$ cat config.mk
export PLATFORM = sky130hd
export DESIGN_NAME = spi_flash_cmd_engine
export DESIGN_NICKNAME = d
export VERILOG_FILES = /design/src/rtl/spi_eng_pkg.sv /design/src/rtl/spi_eng_clkgen.sv /design/src/rtl/spi_eng_shifter.sv /design/src/rtl/spi_eng_seq.sv /design/src/rtl/spi_flash_cmd_engine.sv
export SDC_FILE = /design/constraint.sdc
export NUM_CORES = 1
export LEC_CHECK = 0
export BUFFER_PORTS_ARGS = -buffer_cell sky130_fd_sc_hd__buf_2
export CORE_UTILIZATION = 56
export DETAILED_ROUTE_END_ITERATION = 12
export GPL_TIMING_DRIVEN = 0
export PLACE_DENSITY_LB_ADDON = 0.08
export REMOVE_ABC_BUFFERS = 1
export SYNTH_ARGS = -nofsm -noshare
export SYNTH_HDL_FRONTEND = slang
export SYNTH_SLANG_ARGS = --single-unit
$ cat constraint.sdc
create_clock -name clk -period 2.5 [get_ports clk]
set_input_delay 0.375 -clock clk [delete_from_list [all_inputs] [get_ports clk]]
set_output_delay 0.375 -clock clk [all_outputs]
set_load 0.1 [all_outputs]
$ cat src/rtl/spi_eng_pkg.sv
package spi_eng_pkg;

  localparam int NUM_TX = 5;
  localparam int NUM_RX = 3;

  localparam logic [3:0] OFS_CTRL  = 4'd0;
  localparam logic [3:0] OFS_TX0   = 4'd1;
  localparam logic [3:0] OFS_RX0   = 4'd6;
  localparam logic [3:0] OFS_PDATA = 4'd9;

  typedef enum logic [2:0] {
    SQ_IDLE,
    SQ_CMD,
    SQ_RESP,
    SQ_POP,
    SQ_PDATA,
    SQ_PWAIT
  } sq_state_t;

  // write code -> number of bytes sent
  function automatic logic [2:0] wr_count(input logic [1:0] code);
    case (code)
      2'd0:    return 3'd1;
      2'd1:    return 3'd2;
      2'd2:    return 3'd4;
      default: return 3'd5;
    endcase
  endfunction

  function automatic logic is_cmd_mode(input logic [2:0] m);
    return (m == 3'd4) || (m == 3'd5);
  endfunction

  function automatic logic is_page_mode(input logic [2:0] m);
    return (m == 3'd2) || (m == 3'd3);
  endfunction

endpackage

$ cat src/rtl/spi_eng_clkgen.sv
module spi_eng_clkgen #(
  parameter int FAST_HALF = 3,
  parameter int SLOW_HALF = 6
) (
  input  logic clk,
  input  logic rst_n,
  input  logic run,
  input  logic fast,
  output logic tick
);
  localparam int MAXH = (FAST_HALF > SLOW_HALF) ? FAST_HALF : SLOW_HALF;
  localparam int CW   = $clog2(MAXH + 1);

  logic [CW-1:0] cnt_q;
  logic [CW-1:0] lim;

  assign lim  = fast ? CW'(FAST_HALF - 1) : CW'(SLOW_HALF - 1);
  assign tick = run && (cnt_q == lim);

  always_ff @(posedge clk or negedge rst_n) begin
    if (!rst_n)       cnt_q <= '0;
    else if (!run)    cnt_q <= '0;
    else if (tick)    cnt_q <= '0;
    else              cnt_q <= cnt_q + 1'b1;
  end

  assert_half_period_bound_R5: assert property (@(posedge clk) disable iff (!rst_n)
    run |-> (cnt_q <= lim));
  assert_restart_from_zero_R5: assert property (@(posedge clk) disable iff (!rst_n)
    $rose(run) |-> (cnt_q == '0));

endmodule

$ cat src/rtl/spi_eng_shifter.sv
module spi_eng_shifter (
  input  logic       clk,
  input  logic       rst_n,
  input  logic       start,
  input  logic [7:0] tx_byte,
  input  logic       tick,
  input  logic       miso,
  output logic       sck,
  output logic       mosi,
  output logic       active,
  output logic       done,
  output logic [7:0] rx_byte
);
  logic [7:0] sh_q, rx_q;
  logic [2:0] bit_q;
  logic       sck_q, act_q, done_q;

  always_ff @(posedge clk or negedge rst_n) begin
    if (!rst_n) begin
      sh_q <= '0; rx_q <= '0; bit_q <= '0;
      sck_q <= 1'b0; act_q <= 1'b0; done_q <= 1'b0;
    end else begin
      done_q <= 1'b0;
      if (start && !act_q) begin
        act_q <= 1'b1;
        sh_q  <= tx_byte;
        bit_q <= '0;
        sck_q <= 1'b0;
      end else if (act_q && tick) begin
        if (!sck_q) begin
          sck_q <= 1'b1;
          rx_q  <= {rx_q[6:0], miso};
        end else begin
          sck_q <= 1'b0;
          if (bit_q == 3'd7) begin
            act_q  <= 1'b0;
            done_q <= 1'b1;
          end else begin
            bit_q <= bit_q + 3'd1;
            sh_q  <= {sh_q[6:0], 1'b0};
          end
        end
      end
    end
  end

  assign sck     = sck_q;
  assign mosi    = act_q & sh_q[7];
  assign active  = act_q;
  assign done    = done_q;
  assign rx_byte = rx_q;

  assert_sck_rests_low_R6: assert property (@(posedge clk) disable iff (!rst_n)
    !act_q |-> !sck_q);
  assert_start_only_idle_R3: assert property (@(posedge clk) disable iff (!rst_n)
    start |-> !act_q);
  assert_done_single_R3: assert property (@(posedge clk) disable iff (!rst_n)
    done_q |=> !done_q);

endmodule

$ cat src/rtl/spi_eng_seq.sv
module spi_eng_seq
  import spi_eng_pkg::*;
#(
  parameter int PAGE_BYTES = 256
) (
  input  logic                clk,
  input  logic                rst_n,
  input  logic                ctrl_wr,
  input  logic                pdata_wr,
  input  logic [7:0]          wr_val,
  input  logic [NUM_TX*8-1:0] tx_flat,
  input  logic                sh_done,
  input  logic [7:0]          sh_rx,
  output logic                sh_start,
  output logic [7:0]          sh_byte,
  output logic                fast,
  output logic                busy,
  output logic                cs_n,
  output logic [6:0]          ctrl_bits,
  output logic                rx_we,
  output logic [1:0]          rx_idx,
  output logic [7:0]          rx_byte
);
  localparam int PCW = $clog2(PAGE_BYTES + 1);

  sq_state_t      st_q;
  logic [2:0]     idx_q, nwr_q, idx_n;
  logic [1:0]     nrd_q;
  logic [PCW-1:0] pg_cnt_q;
  logic [7:0]     pend_q;
  logic [6:0]     ctrl_q;
  logic           armed_q, fast_q, cs_n_q;

  // named internal events
  logic accept_ctrl, accept_pdata;
  logic [2:0] mode_in;

  assign mode_in      = wr_val[6:4];
  assign busy         = (st_q == SQ_CMD) || (st_q == SQ_RESP) ||
                        (st_q == SQ_POP) || (st_q == SQ_PDATA);
  assign accept_ctrl  = ctrl_wr && !busy;
  assign accept_pdata = pdata_wr && !busy && armed_q;
  assign idx_n        = idx_q + 3'd1;

  function automatic logic [7:0] tx_at(input logic [NUM_TX*8-1:0] f, input logic [2:0] k);
    logic [7:0] b;
    b = 8'h00;
    for (int i = 0; i < NUM_TX; i++)
      if (k == 3'(i)) b = f[i*8 +: 8];
    return b;
  endfunction

  always_ff @(posedge clk or negedge rst_n) begin
    if (!rst_n) begin
      st_q <= SQ_IDLE; idx_q <= '0; nwr_q <= '0; nrd_q <= '0;
      pg_cnt_q <= '0; pend_q <= '0; ctrl_q <= '0;
      armed_q <= 1'b0; fast_q <= 1'b0; cs_n_q <= 1'b1;
      sh_start <= 1'b0; sh_byte <= '0;
    end else begin
      sh_start <= 1'b0;
      if (accept_ctrl) begin
        ctrl_q <= wr_val[6:0];
        if (st_q == SQ_PWAIT) begin
          cs_n_q  <= 1'b1;
          armed_q <= 1'b0;
          st_q    <= SQ_IDLE;
        end else if (is_cmd_mode(mode_in)) begin
          fast_q   <= mode_in[0];
          nwr_q    <= wr_count(wr_val[1:0]);
          nrd_q    <= wr_val[3:2];
          idx_q    <= '0;
          cs_n_q   <= 1'b0;
          armed_q  <= 1'b0;
          st_q     <= SQ_CMD;
          sh_start <= 1'b1;
          sh_byte  <= tx_at(tx_flat, 3'd0);
        end else if (is_page_mode(mode_in)) begin
          armed_q <= 1'b1;
          fast_q  <= mode_in[0];
        end else begin
          armed_q <= 1'b0;
        end
      end else if (accept_pdata) begin
        sh_start <= 1'b1;
        if (st_q == SQ_IDLE) begin
          pend_q   <= wr_val;
          pg_cnt_q <= '0;
          cs_n_q   <= 1'b0;
          sh_byte  <= tx_at(tx_flat, 3'd0);
          st_q     <= SQ_POP;
        end else begin
          sh_byte <= wr_val;
          st_q    <= SQ_PDATA;
        end
      end else begin
        case (st_q)
          SQ_CMD: if (sh_done) begin
            if (idx_n == nwr_q) begin
              idx_q <= '0;
              if (nrd_q == 2'd0) begin
                cs_n_q <= 1'b1;
                st_q   <= SQ_IDLE;
              end else begin
                st_q     <= SQ_RESP;
                sh_start <= 1'b1;
                sh_byte  <= 8'h00;
              end
            end else begin
              idx_q    <= idx_n;
              sh_start <= 1'b1;
              sh_byte  <= tx_at(tx_flat, idx_n);
            end
          end
          SQ_RESP: if (sh_done) begin
            if (idx_n == {1'b0, nrd_q}) begin
              cs_n_q <= 1'b1;
              st_q   <= SQ_IDLE;
            end else begin
              idx_q    <= idx_n;
              sh_start <= 1'b1;
              sh_byte  <= 8'h00;
            end
          end
          SQ_POP: if (sh_done) begin
            sh_start <= 1'b1;
            sh_byte  <= pend_q;
            st_q     <= SQ_PDATA;
          end
          SQ_PDATA: if (sh_done) begin
            pg_cnt_q <= pg_cnt_q + 1'b1;
            if (pg_cnt_q + 1'b1 == PCW'(PAGE_BYTES)) begin
              cs_n_q  <= 1'b1;
              armed_q <= 1'b0;
              st_q    <= SQ_IDLE;
            end else begin
              st_q <= SQ_PWAIT;
            end
          end
          default: ;
        endcase
      end
    end
  end

  assign rx_we     = (st_q == SQ_RESP) && sh_done;
  assign rx_idx    = idx_q[1:0];
  assign rx_byte   = sh_rx;
  assign fast      = fast_q;
  assign cs_n      = cs_n_q;
  assign ctrl_bits = ctrl_q;

  assert_busy_after_start_R2: assert property (@(posedge clk) disable iff (!rst_n)
    (accept_ctrl && is_cmd_mode(mode_in) && (st_q != SQ_PWAIT)) |=> busy);
  assert_ignore_busy_write_R7: assert property (@(posedge clk) disable iff (!rst_n)
    (ctrl_wr && busy) |=> $stable(ctrl_q));
  assert_cs_during_busy_R6: assert property (@(posedge clk) disable iff (!rst_n)
    busy |-> !cs_n_q);
  assert_page_bound_R8: assert property (@(posedge clk) disable iff (!rst_n)
    pg_cnt_q <= PCW'(PAGE_BYTES));
  assert_rx_in_range_R4: assert property (@(posedge clk) disable iff (!rst_n)
    rx_we |-> (idx_q < {1'b0, nrd_q}));
  assert_close_session_R10: assert property (@(posedge clk) disable iff (!rst_n)
    (accept_ctrl && (st_q == SQ_PWAIT)) |=> (cs_n_q && !busy && !armed_q));

endmodule

$ cat src/rtl/spi_flash_cmd_engine.sv
module spi_flash_cmd_engine
  import spi_eng_pkg::*;
#(
  parameter int FAST_HALF  = 3,
  parameter int SLOW_HALF  = 6,
  parameter int PAGE_BYTES = 256
) (
  input  logic       clk,
  input  logic       rst_n,
  input  logic       wr_en,
  input  logic [3:0] wr_addr,
  input  logic [7:0] wr_data,
  input  logic [3:0] rd_addr,
  output logic [7:0] rd_data,
  output logic       spi_sck,
  output logic       spi_cs_n,
  output logic       spi_mosi,
  input  logic       spi_miso
);
  logic [7:0]          tx_q [NUM_TX];
  logic [7:0]          rx_q [NUM_RX];
  logic [NUM_TX*8-1:0] tx_flat;

  logic       busy, fast, tick, sh_active, sh_done, sh_start;
  logic [7:0] sh_byte, sh_rx, rx_byte;
  logic [6:0] ctrl_bits;
  logic       rx_we;
  logic [1:0] rx_idx;
  logic       ctrl_wr, pdata_wr;

  assign ctrl_wr  = wr_en && (wr_addr == OFS_CTRL);
  assign pdata_wr = wr_en && (wr_addr == OFS_PDATA);

  for (genvar i = 0; i < NUM_TX; i++) begin : g_tx
    always_ff @(posedge clk or negedge rst_n) begin
      if (!rst_n) tx_q[i] <= '0;
      else if (wr_en && !busy && (wr_addr == OFS_TX0 + 4'(i))) tx_q[i] <= wr_data;
    end
    assign tx_flat[i*8 +: 8] = tx_q[i];
  end

  for (genvar j = 0; j < NUM_RX; j++) begin : g_rx
    always_ff @(posedge clk or negedge rst_n) begin
      if (!rst_n) rx_q[j] <= '0;
      else if (rx_we && (rx_idx == 2'(j))) rx_q[j] <= rx_byte;
    end
  end

  always_comb begin
    rd_data = 8'h00;
    if (rd_addr == OFS_CTRL) rd_data = {busy, ctrl_bits};
    for (int i = 0; i < NUM_TX; i++)
      if (rd_addr == OFS_TX0 + 4'(i)) rd_data = tx_q[i];
    for (int j = 0; j < NUM_RX; j++)
      if (rd_addr == OFS_RX0 + 4'(j)) rd_data = rx_q[j];
  end

  spi_eng_seq #(.PAGE_BYTES(PAGE_BYTES)) u_seq (
    .clk(clk), .rst_n(rst_n), .ctrl_wr(ctrl_wr), .pdata_wr(pdata_wr),
    .wr_val(wr_data), .tx_flat(tx_flat), .sh_done(sh_done), .sh_rx(sh_rx),
    .sh_start(sh_start), .sh_byte(sh_byte), .fast(fast), .busy(busy),
    .cs_n(spi_cs_n), .ctrl_bits(ctrl_bits), .rx_we(rx_we), .rx_idx(rx_idx),
    .rx_byte(rx_byte)
  );

  spi_eng_clkgen #(.FAST_HALF(FAST_HALF), .SLOW_HALF(SLOW_HALF)) u_clk (
    .clk(clk), .rst_n(rst_n), .run(sh_active), .fast(fast), .tick(tick)
  );

  spi_eng_shifter u_sh (
    .clk(clk), .rst_n(rst_n), .start(sh_start), .tx_byte(sh_byte), .tick(tick),
    .miso(spi_miso), .sck(spi_sck), .mosi(spi_mosi), .active(sh_active),
    .done(sh_done), .rx_byte(sh_rx)
  );

  assert_sck_within_cs_R6: assert property (@(posedge clk) disable iff (!rst_n)
    spi_sck |-> !spi_cs_n);
  assert_speed_held_R5: assert property (@(posedge clk) disable iff (!rst_n)
    sh_active |-> $stable(fast));

endmodule

### Word-level counts from Yosys, hierarchy flattened

Cells that the tools add are included.

* reduce and logical (&&, ||, !) cells: 57
* bitwise operators: 5
* add/sub/neg operators: 4
* equal/unequal tests: 56
* multiplexer cells: 110

Operator list (count)
* $mux W8: 29
* $mux W3: 27
* $mux W1: 43
* $mux W9: 4
* $eq A4 B3 Y1 const B: 6
* $pmux W8 S3: 1
* $ne A4 B1 Y1 const B: 5
* $eq A3 B2 Y1 const B: 6
* $eq A3 B3 Y1 const B: 6
* $logic_and A1 B1 Y1: 18
* $reduce_and A3 Y1: 6
* $reduce_bool A2 Y1: 9
* $eq A4 B2 Y1 const B: 4
* $ne A4 B2 Y1 const B: 4
* $reduce_and A8 Y1: 2
* $pmux W3 S4: 1
* $reduce_and A10 Y1: 1
* $reduce_bool A5 Y1: 2
* $add A3 B1 Y3 const B: 3
* $add A9 B1 Y9 const B: 1
* $eq A9 B9 Y1 const B: 1
* $pmux W3 S3: 1
* $eq A4 B1 Y1 const B: 2
* $eq A4 B4 Y1 const B: 2
* other kinds (25): 48

* flip-flop bits (word level): 136
* logic and storage cells: 259
* output and inout bits: 11

### Logic depth before layout (Yosys ltp)

* depth in word-level cells: 13
* depth in mapped cells: 10

### Hierarchy

A second synthesis with hierarchy kept.

* cell total of the unflattened synthesis: 681
* area total of the unflattened synthesis: 7581.0 sq um

Modules (own cells, without submodules)
* spi_flash_cmd_engine: instances 1, area each 3303.2 sq um, cells each 261
* spi_eng_seq: instances 1, area each 3144.3 sq um, cells each 332
* spi_eng_shifter: instances 1, area each 944.7 sq um, cells each 71
* spi_eng_clkgen: instances 1, area each 188.9 sq um, cells each 17

### Worst setup path after synthesis

No wires, ideal clock.

* kind: input -> output
* start: input port rd_addr[0]
* end: output port rd_data[2]
* arrival: 3564 ps
* path buffers: 2
* stages on the path: 6
* setup slack: -1439 ps
* data required time: 2125 ps
* path through: buf_1 clkbuf_1 nand2_1 o221ai_1 o21ai_0 o21ai_0

* longest elaborated chain between the ends: 10

Ends and longest elaborated chain
* from (decl): line spi_flash_cmd_engine.sv:13 `input logic [3:0] rd_addr,`
* $logic_not A4 Y1: line spi_flash_cmd_engine.sv:51 `if (rd_addr == OFS_CTRL) rd_data = {busy, ctrl_bits};`
* $mux W8: line spi_flash_cmd_engine.sv:51
* $mux W8 (5 in series): line spi_flash_cmd_engine.sv:53 `if (rd_addr == OFS_TX0 + 4'(i)) rd_data = tx_q[i];`
* $mux W8 (2 in series): line spi_flash_cmd_engine.sv:55 `if (rd_addr == OFS_RX0 + 4'(j)) rd_data = rx_q[j];`
* $mux W8 (*): line spi_flash_cmd_engine.sv:55
* to (decl): line spi_flash_cmd_engine.sv:14 `output logic [7:0] rd_data,`

Every way passes the cells marked *; elsewhere a longest branch is shown, timed or not.

### Final worst setup path

* start: register u_seq.st_q[2]
* end: output port rd_data[7]

* longest elaborated chain between the ends: 13

Ends and longest elaborated chain
* from (decl): line spi_eng_seq.sv:26 `sq_state_t st_q;`
* from (signal assigned): line spi_eng_seq.sv:55 `st_q <= SQ_IDLE; idx_q <= '0; nwr_q <= '0; nrd_q <= '0;`
* from (signal assigned): line spi_eng_seq.sv:66 `st_q <= SQ_IDLE;`
* from (signal assigned): line spi_eng_seq.sv:74 `st_q <= SQ_CMD;`
* $eq A3 B1 Y1 / $eq A3 B2 Y1 (equally long branches): line spi_eng_seq.sv:39 `assign busy = (st_q == SQ_CMD) || (st_q == SQ_RESP) ||`
* $logic_or A1 B1 Y1 (2 in series): line spi_eng_seq.sv:39
* $logic_or A1 B1 Y1 (*): line spi_eng_seq.sv:40 `(st_q == SQ_POP) || (st_q == SQ_PDATA);`
* $mux W8 (*): line spi_flash_cmd_engine.sv:51
* $mux W8 (*) (5 in series): line spi_flash_cmd_engine.sv:53
* $mux W8 (*) (3 in series): line spi_flash_cmd_engine.sv:55

Marked as above.

==> flow_summary.toml <==
[run_status]
outcome = "complete, but fails checks"
violations = "setup timing"

[routing]
wire_per_inst_um = 21.7
wl_um = 19600
drt-pass1-iter-count = 5
antenna_left = 0
drt-initial-drc-count = 575
drc = 0
vias = 5817
vias_per_cell = 6.43

[setup_path]
r2r_cells = 8
cp_num_buf_inv = 1
cp_slowest_cell = "dfrtp_4"
critPathLaunchType = "register"
cp.required_ns = 2.12
cp-end-kind = "primary output"
crit_chain = "or3_4, and2_4, mux4_2, mux2i_2, o21ai_2, buf_12"
worstSetupPathDepth = 6
crit_family = "multiplexers"
cp.arrival_ns = 2.43
crit_type = "register to primary output"
max_stage_delay_ns = 0.49
cp_max_fo = 2

[placed_design]
dp_hpwl_um = 12300
post_dp_cell_area_um2 = 7650
io_buffers = 30
gp_congestion = 0.874
dpl.cell_count = 848

[floorplanning]
dieArea_um2 = 13700
die_h_um = 117
initial_core_util_pct = 58.1
num_rows = 41
chipWidth_um = 117
core-area_um2 = 12800
ios = 31

[layout]
final_cells = 904
final_nets = 753
area_growth_pct = 19.0
num_antenna_cells = 0
final_common_cell = "dfrtp_1"
design_area_um2 = 8820
final_cell_mix = "dfrtp_1, mux2_2, nand2_1, o21ai_0, a21oi_1"
drive_above_1_share_pct = 32.9

[timing]
setup_violations = 13
slew_headroom_pct = 26.5
period_minus_slack_ns = 2.80
worst_slack_ns = -0.303
max_freq_mhz = 357
clock_skew_ns = 0.00650
report.final.slew_viol_count = 0
final_hold_viol_count = 0
rsz0062_at_grt = "true"
worst_pin_slew_ns = 1.10
fin_setup_tns_ns = -1.28
finalCritPeriodShare_pct = 112

[logic_synthesis]
synth_compound_area_share_pct = 16.2
ys_seq_elements = 136
ys_warn_count = 0
ys_types = 66
synth-xor-area-share_pct = 1.38
synth_top_family_by_area = "multiplexers"
synth_cells = 686
synth_edf_count = 0
synth_area_um2 = 7420
ys.flop_type = "dfrtp_1"
synth_seq_area_share_pct = 45.9
async_reset_ff_share_pct = 100
synth-simple-area-share_pct = 12.6
synthesis.area_per_instance_um2 = 10.8
synthAdderAreaFrac_pct = 2.36
synthMuxAreaShare_pct = 18.4

[clock_network]
clk_pin_slew_worst_paths_ns = 0.06
root_buffer = "clkbuf_16"
cts_tree = "done"
cts_buffers = 17
clock_sinks = 136
cts_max_level = 4
clockBufferDepth = 2
clk_latency_ns = 0.43

[grt]
grt_pass1_vias = 5813
antenna_found_initial = 0
grt_pass1_wl_um = 31200
grt_max_degree = 81
grt_overflow_total = 0
grt_usage_pct = 31.3

[hold_path]
hold_path.class = "input pin to register"
hold_depth = 2

[power]
p_per_area_nw_per_um2 = 1070
leakage_nw = 3.96
ir_worst_vdd_mv = 0.964
finalPower_w = 0.00944

[flow_run]
maxCapViolations = 0
timing repair:
item                                    in CTS  in global routing
hold buffers                                 1                  0
hold endpoints to repair                    55                  0
gates cloned                                 1                  0
endpoints found under the setup margin      76                 38
pin swaps                                    7                  9
buffers inserted                            19                  4
resized for setup                           40                 36
synthesized netlist by cell type, types with 3 or more instances:
master | n | area share (%)
o221ai_1 | 8 | 0.94
nand2b_1 | 7 | 0.59
xor2_1 | 5 | 0.59
ha_1 | 14 | 2.4
nor2_1 | 31 | 1.6
nand2_1 | 69 | 3.5
nor2b_1 | 11 | 0.93
nor3_1 | 12 | 0.81
mux2_2 | 82 | 12
clkbuf_1 | 29 | 1.5
o211ai_1 | 4 | 0.40
buf_2 | 5 | 0.34
nand3_1 | 12 | 0.81
a221oi_1 | 10 | 1.2
dfrtp_1 | 135 | 46
mux4_2 | 9 | 2.7
a22o_1 | 5 | 0.59
a21oi_1 | 35 | 2.4
mux2i_1 | 12 | 1.6
and3_1 | 5 | 0.42
o21ai_0 | 54 | 3.6
or2_2 | 4 | 0.34
inv_1 | 17 | 0.86
xnor2_1 | 4 | 0.47
a32o_1 | 4 | 0.54
or3_1 | 6 | 0.51
o31ai_1 | 6 | 0.61
a32oi_1 | 6 | 0.71
nor4_4 | 3 | 0.86
a22oi_1 | 16 | 1.6
buf_1 | 6 | 0.30
a31oi_1 | 11 | 0.93
nand4_1 | 3 | 0.25
mux2_4 | 8 | 1.6
sequential cells by signal, indices dropped and copies added (netlist names):
register         cells
u_sh.done            1
u_seq.pg_cnt_q       9
rx_q                24
u_sh.sck             1
u_seq.st_q           3
u_seq.idx_q          3
u_seq.cs_n           1
u_seq.pend_q         8
u_clk.cnt_q          3
u_sh.sh_q            8
u_seq.sh_start       1
u_sh.rx_byte         8
u_seq.armed_q        1
u_sh.bit_q           3
u_seq.sh_byte        8
u_seq.fast           1
tx_flat             40
u_sh.active          1
u_seq.ctrl_bits      7
u_seq.nrd_q          2
u_seq.nwr_q          3
routing by layer:
layer	share of wire [%]	wire length [um]	global-route usage, %
met5	0	0	0
met4	2.1	414	12.6
met3	6.8	1330	8.39
met2	48	9380	49.1
met1	43	8490	41.4
path summary, 6_finish.rpt:
path / from / to / slack (ns)
hold reg to reg: u_seq.ctrl_bits[4]$_DFFE_PN0P_ / u_seq.ctrl_bits[4]$_DFFE_PN0P_ / 0.48
hold / removal: spi_miso / u_sh.rx_byte[0]$_DFFE_PN0P_ / 0.18
setup reg to reg: u_seq.st_q[2]$_DFFE_PN0P_ / u_seq.sh_byte[0]$_DFFE_PN0P_ / -0.09
min in group asynchronous: rst_n / u_seq.pg_cnt_q[3]$_DFFE_PN0P_ / 0.48
max in group asynchronous: rst_n / rx_q[21]$_DFFE_PN0P_ / 1.24
setup / recovery: u_seq.st_q[2]$_DFFE_PN0P_ / rd_data[7] / -0.30
layout make-up:
cell class                      instances  area, um2
Inverter                               17       63.8
Clock inverter                         12        221
Sequential cell                       136       3420
Timing Repair Buffer                   54        450
Tap cell                              172        215
Fill cell                             928       3950
Clock buffer                           20        457
Multi-Input combinational cell        493       4000
where the power goes:
group | total [W] | leakage [nW] | switching (W) | internal (W)
Clock | 0.00289 | 0.334 | 0.000967 | 0.00192
Combinational | 0.00330 | 1.84 | 0.00189 | 0.00142
Sequential | 0.00325 | 1.78 | 0.000497 | 0.00275
Total | 0.00944 | 3.96 | 0.00335 | 0.00609
per-stage QoR:
| step | hold slack (ns) | setup slack (ns) | util [%] |
|---|---|---|---|
| global route | 0.187 | -0.359 | 69.1 |
| detailed placement | 0.369 | -0.781 | 59.9 |
| CTS | 0.174 | -0.320 | 68.0 |
| finish | 0.178 | -0.303 | 69.1 |
| floorplan | 0.0794 | -1.67 | - |
| global placement | 0.460 | -0.749 | 59.6 |
cells by family (layout without fill, tap and decap cells):
family	Yosys count	after routing
xor gates and xnor gates	10	10
adders and majority gates	14	14
and+or+nand+nor	180	180
DFF	136	136
AOI/OAI and AO/OA	177	178
buffers and inverters	58	103
muxes	111	111
Note: power is estimated with default switching activity, not from simulation.
